`src/rtl/dbgctr_pkg.sv`:
```
package dbgctr_pkg;
  typedef enum logic [1:0] {
    MD_CYCLES  = 2'd0,
    MD_DOWN    = 2'd1,
    MD_PCMATCH = 2'd2,
    MD_HOLD    = 2'd3
  } dbgctr_mode_e;
endpackage

```
`src/rtl/dbgctr_phase.sv`:
```
// Tracks the debug flag and marks the first running cycle after a stop.
module dbgctr_phase (
  input  logic clk,
  input  logic rst_n,
  input  logic dbg_mode,
  output logic running,
  output logic exit_evt
);
  logic dbg_q;

  always_ff @(posedge clk or negedge rst_n) begin
    if (!rst_n) dbg_q <= 1'b0;
    else        dbg_q <= dbg_mode;
  end

  assign running  = !dbg_mode;
  assign exit_evt = dbg_q && !dbg_mode;

  // an exit event can only follow a debug cycle
  p_exit_after_dbg_r3: assert property (@(posedge clk) disable iff (!rst_n)
    exit_evt |-> $past(dbg_mode));
endmodule

```
`src/rtl/dbgctr_next.sv`:
```
// Next-value selection for the register in each mode.
module dbgctr_next
  import dbgctr_pkg::*;
#(
  parameter int CNT_W = 16
) (
  input  dbgctr_mode_e     mode,
  input  logic             running,
  input  logic             exit_evt,
  input  logic             load_evt,
  input  logic [CNT_W-1:0] load_val,
  input  logic [CNT_W-1:0] cur,
  output logic [CNT_W-1:0] nxt
);
  localparam logic [CNT_W-1:0] TOP  = {CNT_W{1'b1}};
  localparam logic [CNT_W-1:0] ZERO = '0;

  function automatic logic [CNT_W-1:0] sat_up(input logic [CNT_W-1:0] v);
    return (v == TOP) ? TOP : v + 1'b1;
  endfunction

  function automatic logic [CNT_W-1:0] floor_down(input logic [CNT_W-1:0] v);
    return (v == ZERO) ? ZERO : v - 1'b1;
  endfunction

  always_comb begin
    nxt = cur;
    if (load_evt) begin
      nxt = load_val;
    end else if (running) begin
      unique case (mode)
        MD_CYCLES:  nxt = exit_evt ? ZERO : sat_up(cur);
        MD_DOWN:    nxt = floor_down(cur);
        MD_PCMATCH: nxt = cur;
        default:    nxt = cur;
      endcase
    end
  end
endmodule

```
`src/rtl/dbgctr_req.sv`:
```
// Registered one-cycle stop request.
module dbgctr_req
  import dbgctr_pkg::*;
#(
  parameter int CNT_W = 16
) (
  input  logic             clk,
  input  logic             rst_n,
  input  dbgctr_mode_e     mode,
  input  logic             running,
  input  logic             pc_fetch,
  input  logic [CNT_W-1:0] pc,
  input  logic [CNT_W-1:0] cur,
  output logic             brk_req
);
  localparam logic [CNT_W-1:0] ONE = CNT_W'(1);

  logic hit_zero;
  logic hit_pc;
  logic req_d;

  assign hit_zero = running && (mode == MD_DOWN) && (cur == ONE);
  assign hit_pc   = running && (mode == MD_PCMATCH) && pc_fetch && (pc == cur);
  assign req_d    = hit_zero || hit_pc;

  always_ff @(posedge clk or negedge rst_n) begin
    if (!rst_n) brk_req <= 1'b0;
    else        brk_req <= req_d;
  end

  // a stopped cycle is never followed by a request
  p_quiet_in_dbg_r10: assert property (@(posedge clk) disable iff (!rst_n)
    !running |=> !brk_req);
  // a non-fetch cycle in address-match mode gives no request
  p_no_fetch_r10: assert property (@(posedge clk) disable iff (!rst_n)
    (mode == MD_PCMATCH && !pc_fetch) |=> !brk_req);
  // the hold code never requests
  p_hold_quiet_r11: assert property (@(posedge clk) disable iff (!rst_n)
    (mode == MD_HOLD) |=> !brk_req);
  // cycle-count mode never requests
  p_cycles_quiet_r4: assert property (@(posedge clk) disable iff (!rst_n)
    (mode == MD_CYCLES) |=> !brk_req);
endmodule

```
`src/rtl/dbgctr_top.sv`:
```
module dbgctr_top
  import dbgctr_pkg::*;
#(
  parameter int CNT_W = 16
) (
  input  logic             clk,
  input  logic             rst_n,
  input  logic             dbg_mode,
  input  logic [CNT_W-1:0] pc,
  input  logic             pc_fetch,
  input  logic [1:0]       mode_sel,
  input  logic             host_ld,
  input  logic [CNT_W-1:0] host_data,
  output logic [CNT_W-1:0] count,
  output logic             brk_req
);
  localparam logic [CNT_W-1:0] TOP = {CNT_W{1'b1}};

  dbgctr_mode_e     mode;
  logic             running;
  logic             exit_evt;
  logic             load_evt;
  logic [CNT_W-1:0] cnt_q;
  logic [CNT_W-1:0] cnt_d;

  assign mode     = dbgctr_mode_e'(mode_sel);
  assign load_evt = dbg_mode && host_ld;

  dbgctr_phase u_phase (
    .clk      (clk),
    .rst_n    (rst_n),
    .dbg_mode (dbg_mode),
    .running  (running),
    .exit_evt (exit_evt)
  );

  dbgctr_next #(.CNT_W(CNT_W)) u_next (
    .mode     (mode),
    .running  (running),
    .exit_evt (exit_evt),
    .load_evt (load_evt),
    .load_val (host_data),
    .cur      (cnt_q),
    .nxt      (cnt_d)
  );

  always_ff @(posedge clk or negedge rst_n) begin
    if (!rst_n) cnt_q <= '0;
    else        cnt_q <= cnt_d;
  end

  dbgctr_req #(.CNT_W(CNT_W)) u_req (
    .clk      (clk),
    .rst_n    (rst_n),
    .mode     (mode),
    .running  (running),
    .pc_fetch (pc_fetch),
    .pc       (pc),
    .cur      (cnt_q),
    .brk_req  (brk_req)
  );

  assign count = cnt_q;

  // a load in debug mode lands on the next edge
  p_load_r2: assert property (@(posedge clk) disable iff (!rst_n)
    load_evt |=> (cnt_q == $past(host_data)));
  // exit in cycle-count mode clears the register
  p_clear_r3: assert property (@(posedge clk) disable iff (!rst_n)
    (exit_evt && mode == MD_CYCLES) |=> (cnt_q == '0));
  // running increments below the top
  p_inc_r4: assert property (@(posedge clk) disable iff (!rst_n)
    (running && !exit_evt && mode == MD_CYCLES && cnt_q != TOP)
      |=> (cnt_q == CNT_W'($past(cnt_q) + 1'b1)));
  // saturation at the top
  p_no_overflow_r5: assert property (@(posedge clk) disable iff (!rst_n)
    (running && !exit_evt && mode == MD_CYCLES && cnt_q == TOP) |=> (cnt_q == TOP));
  // countdown steps by one
  p_dec_r6: assert property (@(posedge clk) disable iff (!rst_n)
    (running && mode == MD_DOWN && cnt_q != '0)
      |=> (cnt_q == CNT_W'($past(cnt_q) - 1'b1)));
  // countdown stays at zero without a repeat request
  p_zero_hold_r7: assert property (@(posedge clk) disable iff (!rst_n)
    (running && mode == MD_DOWN && cnt_q == '0) |=> (cnt_q == '0 && !brk_req));
  // a countdown request coincides with a zero value
  p_req_at_zero_r7: assert property (@(posedge clk) disable iff (!rst_n)
    (running && mode == MD_DOWN) |=> (!brk_req || cnt_q == '0));
  // frozen while stopped without a load
  p_freeze_r8: assert property (@(posedge clk) disable iff (!rst_n)
    (dbg_mode && !host_ld) |=> $stable(cnt_q));
  // address-match mode never alters the register while running
  p_pc_hold_r9: assert property (@(posedge clk) disable iff (!rst_n)
    (running && mode == MD_PCMATCH) |=> $stable(cnt_q));
  // hold code keeps the value while running
  p_hold_r11: assert property (@(posedge clk) disable iff (!rst_n)
    (running && mode == MD_HOLD) |=> $stable(cnt_q));
endmodule

```
`config.mk`:
```
export PLATFORM = sky130hd
export DESIGN_NAME = dbgctr_top
export DESIGN_NICKNAME = d
export VERILOG_FILES = /design/src/rtl/dbgctr_pkg.sv /design/src/rtl/dbgctr_phase.sv /design/src/rtl/dbgctr_next.sv /design/src/rtl/dbgctr_req.sv /design/src/rtl/dbgctr_top.sv
export SDC_FILE = /design/constraint.sdc
export NUM_CORES = 1
export LEC_CHECK = 0
export BUFFER_PORTS_ARGS = -buffer_cell sky130_fd_sc_hd__buf_4
export CORE_MARGIN = 4
export CORE_UTILIZATION = 55
export CTS_BUF_LIST = sky130_fd_sc_hd__clkbuf_2
export CTS_CLUSTER_SIZE = 40
export DETAILED_ROUTE_END_ITERATION = 6
export PLACE_DENSITY = 0.83
export SKIP_CTS_REPAIR_TIMING = 1
export SLEW_MARGIN = 20
export SYNTH_ARGS = -nofsm -noshare
export SYNTH_HDL_FRONTEND = slang
export SYNTH_SLANG_ARGS = --single-unit
```
`constraint.sdc`:
```
create_clock -name clk -period 2.2 [get_ports clk]
set_input_delay 0.44 -clock clk [delete_from_list [all_inputs] [get_ports clk]]
set_output_delay 0.44 -clock clk [all_outputs]
set_load 0.01 [all_outputs]
```
-- Word-level counts from Yosys, hierarchy flattened
Cells that the tools add are included.
- bits in registers: 18
- bits in latches: 0
- bits in writable memories: 0
- ROM bits: 0
- input port bits: 39
- output and inout bits: 17
- memories kept: 0
- add/subtract/negate cells: 2
- multiply operators: 0
- div/mod/pow operators: 0
- $lt $le $gt $ge: 0
- eq/ne operators: 6
- shift-type cells: 0
- mux-type cells: 6
- bitwise gates (word level): 0
- reductions and logical operators: 13
- operator list (kind ; number):
    two-way mux 16 bit ; 5
    one-hot mux 16 bit (2 select lines) ; 1
    adder 16 x 1 -> 16 bit (second input constant) ; 1
    equality test 16 x 1 -> 1 bit (second input constant) ; 1
    equality test 16 bit ; 1
    equality test 16 bit (second input constant) ; 1
    zero test 16 bit ; 1
    subtractor 16 x 1 -> 16 bit (second input constant) ; 1
    logical AND 1 bit ; 7
    nonzero test 3 bit ; 1
    equality test 2 x 1 -> 1 bit (second input constant) ; 1
    equality test 2 bit (second input constant) ; 1
    zero test 2 bit ; 1
    inequality test 2 x 1 -> 1 bit (second input constant) ; 1
    AND reduction 2 bit ; 1
    zero test 1 bit ; 1
    logical OR 1 bit ; 1

-- Longest topological paths before layout
Gate-level depths: netlist of the first run.
- word-level depth: 6
- depth in mapped cells: 8

-- Cells and area by module
Synthesis of the first run repeated with hierarchy kept, for this count alone.
- cell total of the unflattened synthesis: 256
- area total of the unflattened synthesis: 1943.1 µm²
- modules (own cells, without submodules) (module ; instances ; cells each ; area an instance (µm²)):
    dbgctr_next ; 1 ; 204 ; 1237.4
    dbgctr_top ; 1 ; 17 ; 406.6
    dbgctr_req ; 1 ; 32 ; 264.0
    dbgctr_phase ; 1 ; 3 ; 35.0

-- Least setup slack after synthesis of the first run
No wires, ideal clock.
- kind: flip-flop to flip-flop
- start point: reg cnt_q[1], in the netlist count[1]
- end point: reg cnt_q[2], in the netlist count[2]
- arrival time: 1819 ps
- required time: 2074 ps
- path slack: 255 ps
- cell stages (with the launch flop): 9
- period minus slack after synthesis: 1945 ps
- cell sequence: dfrtp_1 buf_2 inv_1 ha_1 nor4b_2 nand4_2 a32oi_1 o21ai_1 a221o_1
- longest elaborated chain between the ends: 6
- elaborated cells on any way between the ends: 10
- those cells by class: add/sub (2); eq/ne (1); mux (6); reduce/logical (1)
- ends and longest elaborated chain (what ; line ; text):
    start: declaration ; dbgctr_top.sv:23 ; logic [CNT_W-1:0] cnt_q;
    start signal: assignment ; dbgctr_top.sv:49 ; else cnt_q <= cnt_d;
    adder 16 x 1 -> 16 bit or equality test 16 bit (tied branches) ; dbgctr_next.sv:19 ; return (v == TOP) ? TOP : v + 1'b1;
    two-way mux 16 bit ; dbgctr_next.sv:19 ;
    two-way mux 16 bit ; dbgctr_next.sv:32 ; MD_CYCLES: nxt = exit_evt ? ZERO : sat_up(cur);
    one-hot mux 16 bit (2 select lines) (*) ; dbgctr_next.sv:31 ; unique case (mode)
    two-way mux 16 bit (*) ; dbgctr_next.sv:30 ; end else if (running) begin
    two-way mux 16 bit (*) ; dbgctr_next.sv:28 ; if (load_evt) begin
Mark *: on every way between the ends. The rest lies on a longest branch, timed or not. The select of a mux whose other input is x is not followed.
A chain may end at the register's enable or synchronous reset.

-- Final worst setup path of the first run
- start point: reg cnt_q[2], in the netlist count[2]
- end point: reg cnt_q[15], in the netlist count[15]
Same word-level chain as after synthesis.

==> results.yml, run 1 <==
outcome:
  status: "complete, no violations"
worst_setup_path:
  crit_buf_inv: 0
  path_class: "reg2reg"
  slowest_delay_ps: 740
  setup.worst_path.end_class: "flip-flop"
  path_max_fanout: 12
  start_kind: "flip-flop"
  cp_data_arrival_time_ps: 2370
  path_cells: "nand4_2 > nor4_2 > and3_1 > a311oi_1 > a211o_1"
  crit_family: "simple AND/OR/NAND/NOR gates"
  critical_path_required_ps: 2450
  slowest_stage: "dfrtp_1"
yosys:
  seq_area_frac_synth_pct: 22.0
  ys_ff_latch: 18
  synth_top_area_share_pct: 22.0
  synth-simple-area-share_pct: 31.3
  ys_warn_count: 0
  synth_edf_count: 0
  synthAdderAreaFrac_pct: 1.83
  synthCells: 251
  synth_ff_type: "dfrtp_1"
  yosysTopAreaCell: "dfrtp_1"
  synth_compound_area_share_pct: 26.5
  synth_top_family_by_area: "simple AND/OR/NAND/NOR gates"
  ys_types: 65
  yosys-top-cells-area: "dfrtp_1, xnor2_1, nand2_1"
  syn_avg_cell_area_um2: 8.18
  synth_fp_nets: 293
  synthArstFlopShare_pct: 100
  synth-xor-area-share_pct: 10.7
  synth_area_um2: 2050
  synthMuxAreaShare_pct: 0.488
clock_network:
  numCtsBuffers: 3
  cts_root_buf: "clkbuf_2"
  clk_latency_ps: 330
  clock-sinks: 18
  cts_htree_levels: 1
  cts_max_path_buffers: 2
  cts_tree: "done"
  clkTransAtPathRegs_ps: 200
finish:
  diodes: 0
  drive_gt1_share_pct: 33.4
  stdcell_area_um2: 2650
  utilization_pct: 76.5
  area_growth_syn_to_layout_pct: 29.3
  nets: 364
power_and_ir_drop:
  p_leak_nw: 1.12
  clockPowerShare_pct: 10.3
  ir_drop_mv: 0.340
  power.switching_w: 0.000699
  power_density_nw_per_um2: 584
  p_comb_share_pct: 56.0
  sw_frac_of_total_pct: 45.1
  p_int_w: 0.000849
  seq_power_share_pct: 33.7
drt:
  route.detailed.drc: 0
  via_per_inst: 6.51
  antenna_left: 0
  met1_length_um: 2720
  drt_iter0_drc: 252
  drt_wl_total_um: 6850
  vias: 2381
  met3WireLength_um: 796
  dr.pass1.iters: 5
  wl_met2_um: 3150
  highest_layer: "met4"
  wire_per_inst_um: 18.7
run:
  drv_cap: 0
sta:
  skew_ps: 7.72
  rsz0062_at_grt: "true"
  period_share_pct: 96.2
  drv_slew: 0
  relSlewSlack_pct: 49.4
  tightest_slew_ps: 756
  setup_viol: 0
  finalSetupTns_ps: 0
  postLayoutSetupSlackWorst_ps: 82.7
  period_minus_slack_ps: 2120
  hold_violations: 0
  fmax_ghz: 0.472
placement:
  post_dp_cell_area_um2: 2610
  place_ws_ps: 129
  port_buffers: 55
  place.gp.congestion: 0.947
  place_hpwl_um: 5290
grt:
  grt_overflow: 0
  grt_pass1_wl_um: 11300
  antenna_found_initial: 0
  grt_max_degree: 19
  grt_pass1_vias: 2309
  grt_usage_pct: 28.6
die:
  die_w_um: 69.1
  die_area_um2: 4770
  dieHeight_um: 69.1
  row_count: 21
  core_um2: 3470
  io_pins: 56
  start_util_pct: 59.2
hold_path:
  hold_class: "in2reg"
[power by group through the flow]
| stage | clock network, W | registers, W | logic [W] |
|---|---|---|---|
| after global placement | 0 | 0.000523 | 0.000832 |
| final | 0.000159 | 0.000522 | 0.000867 |
| after CTS | 0.000155 | 0.000517 | 0.000850 |
| after global routing | 0.000167 | 0.000536 | 0.000933 |
| after floorplan | 0 | 0.000470 | 0.000563 |
| after detailed placement | 0 | 0.000524 | 0.000847 |
[worst reg2reg max path, delay by kind of cell (launching register included)]
family / cells / cell delay (ps)
AND/OR/NAND/NOR: 3 / 960
flip-flops: 1 / 740
AO/OA/AOI/OAI: 2 / 340
[synthesized netlist by cell type (3+ instances only)]
master	count
a211o_1	3
a211oi_1	3
a21oi_1	16
a221o_1	3
a22oi_1	5
a31oi_1	4
a32oi_1	3
and3_1	4
and4_1	3
buf_2	12
buf_6	4
clkbuf_1	3
dfrtp_1	18
ha_1	3
inv_1	4
nand2_1	29
nand2b_1	4
nand3_1	9
nand4_1	9
nor2_1	13
nor3_1	5
o211ai_1	3
o21ai_0	10
o21ai_1	3
o2bb2ai_1	4
xnor2_1	18
xor2_1	7
[final timing paths]
kind                                      start                      end  slack [ps]  cells after the start
max                        count[2]$_DFFE_PN0P_    count[15]$_DFFE_PN0P_          80                      5
max reg2reg                count[2]$_DFFE_PN0P_    count[15]$_DFFE_PN0P_          80                      5
min                                    dbg_mode  u_phase.dbg_q$_DFF_PN0_         260                      1
min in group asynchronous                 rst_n    count[13]$_DFFE_PN0P_         500                      2
min reg2reg                count[1]$_DFFE_PN0P_     count[1]$_DFFE_PN0P_         660                      2
max in group asynchronous                 rst_n     count[6]$_DFFE_PN0P_        1490                      2
[cell type report]
type | count | area [um^2]
Clock buffer | 3 | 15.0
Multi-Input combinational cell | 207 | 1450
Tap cell | 46 | 57.6
Fill cell | 268 | 816
Sequential cell | 18 | 450
Inverter | 4 | 15.0
Timing Repair Buffer | 88 | 663
[state kept, by name (all words and copies together) (netlist names)]
signal         flops
count             16
u_phase.dbg_q      1
u_req.brk_req      1
[layer usage]
layer	GRT usage, %	up-vias
li1	-	1086
met1	38.4	1101
met2	43.9	172
met3	6.25	22
met4	12.1	0
met5	0	-
[placed cells by master, fill, tap and decap left out, types with 3 or more instances in the layout]
cell	synthesis	routed
nand2_1	29	29
nand3_1	9	9
xnor2_1	18	18
dfrtp_1	18	18
inv_1	4	4
nand4_1	9	9
ha_1	3	3
and3_1	4	4
a21oi_1	16	16
and4_1	3	3
xor2_1	7	7
nor2_1	13	13
a31oi_1	4	4
nand2b_1	4	4
a211oi_1	3	3
nor3_1	5	5
clkbuf_2	0	3
a221o_1	3	3
a211o_1	3	3
a32oi_1	3	3
buf_4	2	87
a22oi_1	5	5
o211ai_1	3	3
o21ai_0	10	10
o21ai_1	3	3
o2bb2ai_1	4	4
[kinds of logic (layout without fill, tap and decap cells)]
logic type                 count (synthesis)  in the layout
AOI/OAI and AO/OA                         76             76
xor gates and xnor gates                  25             25
adders and majority gates                  3              3
buffers and inverters                     26             95
DFF                                       18             18
muxes                                      1              1
and+or+nand+nor                          102            102
[metrics by stage]
step | total power, W | hold slack [ps] | std cells
2_1_floorplan | 0.00103 | 144 | 251
3_3_place_gp | 0.00135 | 331 | 360
3_5_place_dp | 0.00137 | 333 | 360
4_1_cts | 0.00152 | -45.0 | 363
5_1_grt | 0.00164 | 261 | 366
6_report | 0.00155 | 263 | 366
No activity file was read; power rests on OpenSTA's default activity.
==> inputs of run 2 (changes only) <==
CORE_UTILIZATION = 53   (was 55)
CTS_BUF_LIST = unset   (was sky130_fd_sc_hd__clkbuf_2)
PLACE_DENSITY = 0.81   (was 0.83)
==> results.yml, run 2 (synthesized netlist as in run 1, its figures left out) <==
worst_setup_path:
  path_max_fanout: 10
  r2r_start: "count[3]$_DFFE_PN0P_"
  critPathCapture: "count[8]$_DFFE_PN0P_"
  cp_data_arrival_time_ps: 2280
  r2r_setup_slack_ps: 120
  start_kind: "flip-flop"
  setup.worst_path.end_class: "flip-flop"
  reg2reg_to: "count[8]$_DFFE_PN0P_"
  critPathLaunch: "count[3]$_DFFE_PN0P_"
  path_class: "reg2reg"
  rr_worst_depth: 5
  critical_path_required_ps: 2400
clock_network:
  clkTransAtPathRegs_ps: 70
  cts_root_buf: "clkbuf_8"
  clk_latency_ps: 250
  cts_htree_levels: 1
  numCtsBuffers: 3
  clock-sinks: 18
  cts_tree: "done"
  cts_max_path_buffers: 2
finish:
  area_growth_syn_to_layout_pct: 30.9
  largest_reg_flops: 16
  mostFrequentLayoutCell: "buf_4"
  diodes: 0
  utilization_pct: 72.8
  mostFrequentLayoutCells: "buf_4, nand2_1, xnor2_1, dfrtp_1, a21oi_1"
  nets: 360
  drive_gt1_share_pct: 33.2
grt:
  grt_overflow: 0
  grt_pass1_vias: 2149
  grtUsageMet2_pct: 44.9
  busiest_layer: "met2"
  grt_pass1_wl_um: 11400
  grt_max_degree: 19
  grt_util_met1_pct: 40.4
  grt_usage_pct: 29.3
  grt_util_met3_pct: 6.19
  antenna_found_initial: 0
run:
  drv_cap: 0
sta:
  rsz0062_at_grt: "false"
  postLayoutSetupSlackWorst_ps: 118
  hold_violations: 0
  fmax_ghz: 0.480
  drv_slew: 0
  finalSetupTns_ps: 0
  relSlewSlack_pct: 48.0
  period_minus_slack_ps: 2080
  skew_ps: 1.32
  period_share_pct: 94.6
  tightest_slew_ps: 777
  setup_viol: 0
  hold_slack_ps: 49.3
drt:
  drt_iter0_drc: 368
  vias: 2370
  dr.pass1.iters: 5
  drt_wl_total_um: 7040
  route.detailed.drc: 0
  via_per_inst: 6.51
  antenna_left: 0
  wire_per_inst_um: 19.3
die:
  io_pins: 56
  row_count: 22
  core_um2: 3690
  die_w_um: 70.2
  dieHeight_um: 70.2
  start_util_pct: 55.6
  die_area_um2: 4930
power_and_ir_drop:
  power_density_nw_per_um2: 618
  power_w: 0.00166
  ir_drop_mv: 0.487
  p_leak_nw: 1.12
placement:
  place_ws_ps: 131
  place_hpwl_um: 5450
  place.gp.congestion: 1.09
  port_buffers: 55
hold_path:
  hold_class: "in2async"
outcome:
  status: "complete, no violations"
## run 2: cell types whose count changed in the layout (fill, tap and decap cells not counted), sizes merged
cell,before,now
buf,87,84
dlygate4sd3,1,0
## run 2: critical path, cell delays in order, from the launching register on
cell     delay (ps)
dfrtp_1         650
nand3_1         330
nor3_4          390
a31oi_4         230
a31oi_1         210
o221a_1         200
## run 2: cell type report
class / count / area [um^2]
multi-input combinational: 207 / 1480
fill: 308 / 1000
timing repair buffer: 84 / 643
sequential: 18 / 450
tap: 48 / 60.1
clock buffer: 3 / 41.3
inverter: 4 / 15.0
## run 2: per-layer routing
| metal | share of wire (%) | wire, um |
|---|---|---|
| met5 | 0 | 0 |
| met4 | 3.3 | 229 |
| met3 | 13 | 900 |
| met2 | 45 | 3180 |
| met1 | 39 | 2730 |
## run 2: worst min-delay path by stage
stage	endpoint	slack (ps)	depth (start not counted)
after floorplan	count[0]$_DFFE_PN0P_	140	0
after global placement	count[0]$_DFFE_PN0P_	330	1
after detailed placement	count[1]$_DFFE_PN0P_	330	1
after CTS	count[15]$_DFFE_PN0P_	50	1
after global routing	count[13]$_DFFE_PN0P_	50	1
final	count[1]$_DFFE_PN0P_	50	1
## run 2: report_power, final
part | internal (W) | switching, W
logic | 0.000443 | 0.000465
clock network | 0.000122 | 0.000113
registers | 0.000386 | 0.000133
## run 2: stage by stage
| step | instances | instance area, um^2 |
|---|---|---|
| 3_3_place_gp | 361 | 2620 |
| 3_5_place_dp | 361 | 2620 |
| 5_1_grt | 364 | 2690 |
| 6_report | 364 | 2690 |
| 2_1_floorplan | 251 | 2050 |
| 4_1_cts | 364 | 2660 |
==> inputs of run 3 (changes only) <==
CORE_ASPECT_RATIO = 2   (was unset)
==> results.yml, run 3 (synthesized netlist as in run 1, its figures left out) <==
die:
  die_area_um2: 4990
  dieHeight_um: 96.0
  io_pins: 56
  start_util_pct: 55.7
  die_w_um: 52.0
  core_um2: 3680
  row_count: 31
worst_setup_path:
  rr_worst_depth: 5
  slowest_stage: "nor4_4"
  cp_data_arrival_time_ps: 2240
  crit_family: "simple AND/OR/NAND/NOR gates"
  path_cells: "nor4_4 > nand4_2 > a32oi_1 > o21ai_1 > a221o_1"
  slowest_delay_ps: 500
  start_kind: "flip-flop"
  crit_buf_inv: 0
  r2r_start: "count[10]$_DFFE_PN0P_"
  path_depth: 5
  r2r_setup_slack_ps: 110
  critical_path_required_ps: 2340
  setup.worst_path.end_class: "flip-flop"
  path_class: "reg2reg"
  path_max_fanout: 7
  critPathLaunch: "count[10]$_DFFE_PN0P_"
power_and_ir_drop:
  ir_drop_mv: 0.451
  clockPowerShare_pct: 14.7
  power_w: 0.00168
  p_leak_nw: 1.14
  sw_frac_of_total_pct: 43.2
  power.switching_w: 0.000726
  power_density_nw_per_um2: 620
  p_int_w: 0.000954
  p_comb_share_pct: 54.2
  seq_power_share_pct: 31.1
clock_network:
  clkTransAtPathRegs_ps: 80
  cts_max_path_buffers: 2
  cts_root_buf: "clkbuf_8"
  clock-sinks: 18
  numCtsBuffers: 3
  cts_htree_levels: 1
  cts_tree: "done"
  clk_latency_ps: 260
drt:
  drt_iter0_drc: 125
  vias: 2368
  via_per_inst: 6.40
  dr.pass1.iters: 5
  route.detailed.drc: 0
  wire_per_inst_um: 21.1
  antenna_left: 0
  drt_wl_total_um: 7800
placement:
  place_ws_ps: 96.3
  place.gp.congestion: 1.02
  post_dp_cell_area_um2: 2660
  port_buffers: 55
  place_hpwl_um: 6210
sta:
  period_minus_slack_ps: 2090
  period_share_pct: 95.0
  fmax_ghz: 0.478
  rsz0062_at_grt: "false"
  drv_slew: 0
  relSlewSlack_pct: 66.3
  setup_viol: 0
  tightest_slew_ps: 504
  postLayoutSetupSlackWorst_ps: 110
  finalSetupTns_ps: 0
  hold_violations: 0
  skew_ps: 4.89
finish:
  mostFrequentLayoutCell: "buf_4"
  stdcell_area_um2: 2710
  largest_reg_flops: 16
  utilization_pct: 73.6
  diodes: 0
  nets: 365
  area_growth_syn_to_layout_pct: 32.1
  drive_gt1_share_pct: 34.6
  mostFrequentLayoutCells: "buf_4, nand2_1, xnor2_1"
grt:
  grt_pass1_wl_um: 12000
  grt_max_degree: 19
  grt_pass1_vias: 2392
  grt_usage_pct: 33.0
  antenna_found_initial: 0
  grt_overflow: 0
hold_path:
  hold_class: "in2async"
run:
  drv_cap: 0
outcome:
  status: "complete, no violations"
-- run 3: cell count changes in the layout (fill, tap and decap cells not counted) --
cell	previous run	this run
dfrtp_2	0	1
nand4_4	1	0
nor4b_2	0	1
ha_1	2	3
dfrtp_1	18	17
nand4_2	1	2
nor4b_4	1	0
ha_2	1	0
nor3_1	5	4
nor3_2	0	1
buf_4	83	88
-- run 3: final timing paths --
| kind | end |
|---|---|
| min in group clk | u_phase.dbg_q$_DFF_PN0_ |
| max reg2reg | count[2]$_DFFE_PN0P_ |
| min | count[7]$_DFFE_PN0P_ |
| max in group asynchronous | count[0]$_DFFE_PN0P_ |
| max | count[2]$_DFFE_PN0P_ |
| min reg2reg | count[5]$_DFFE_PN0P_ |
-- run 3: area by class of cell --
class / instances / area [um^2]
inverters: 4 / 15.0
repair buffers: 89 / 681
multi-input cells: 207 / 1460
well taps: 49 / 61.3
flip-flops and latches: 18 / 452
fillers: 304 / 973
clock buffers: 3 / 41.3
-- run 3: per-layer routing --
layer | up-vias | track usage, % | share of wire [%]
li1 | 1080 | - | -
met1 | 1099 | 34.3 | 33
met2 | 140 | 59.1 | 52
met3 | 49 | 2.95 | 6.5
met4 | 0 | 24.1 | 7.9
met5 | - | 0 | 0
-- run 3: power groups by stage --
stage,clock [W],combinational (W),sequential (W)
after floorplan,0,0.000563,0.000470
after global placement,0,0.000888,0.000523
after detailed placement,0,0.000894,0.000524
after CTS,0.000244,0.000902,0.000517
after global routing,0.000254,0.000980,0.000531
final,0.000247,0.000910,0.000523
-- run 3: worst register-to-register path: cells and delay by family, from the launching register on --
kind | cells | cell delay, ps
compound gates | 3 | 710
simple gates | 2 | 780
flops | 1 | 490
-- run 3: metrics by stage --
step | hold WS (ps) | instances
after CTS | 65.0 | 370
after global placement | 336 | 367
after global routing | 69.6 | 370
after detailed placement | 340 | 367
final | 57.3 | 370
after floorplan | 144 | 251
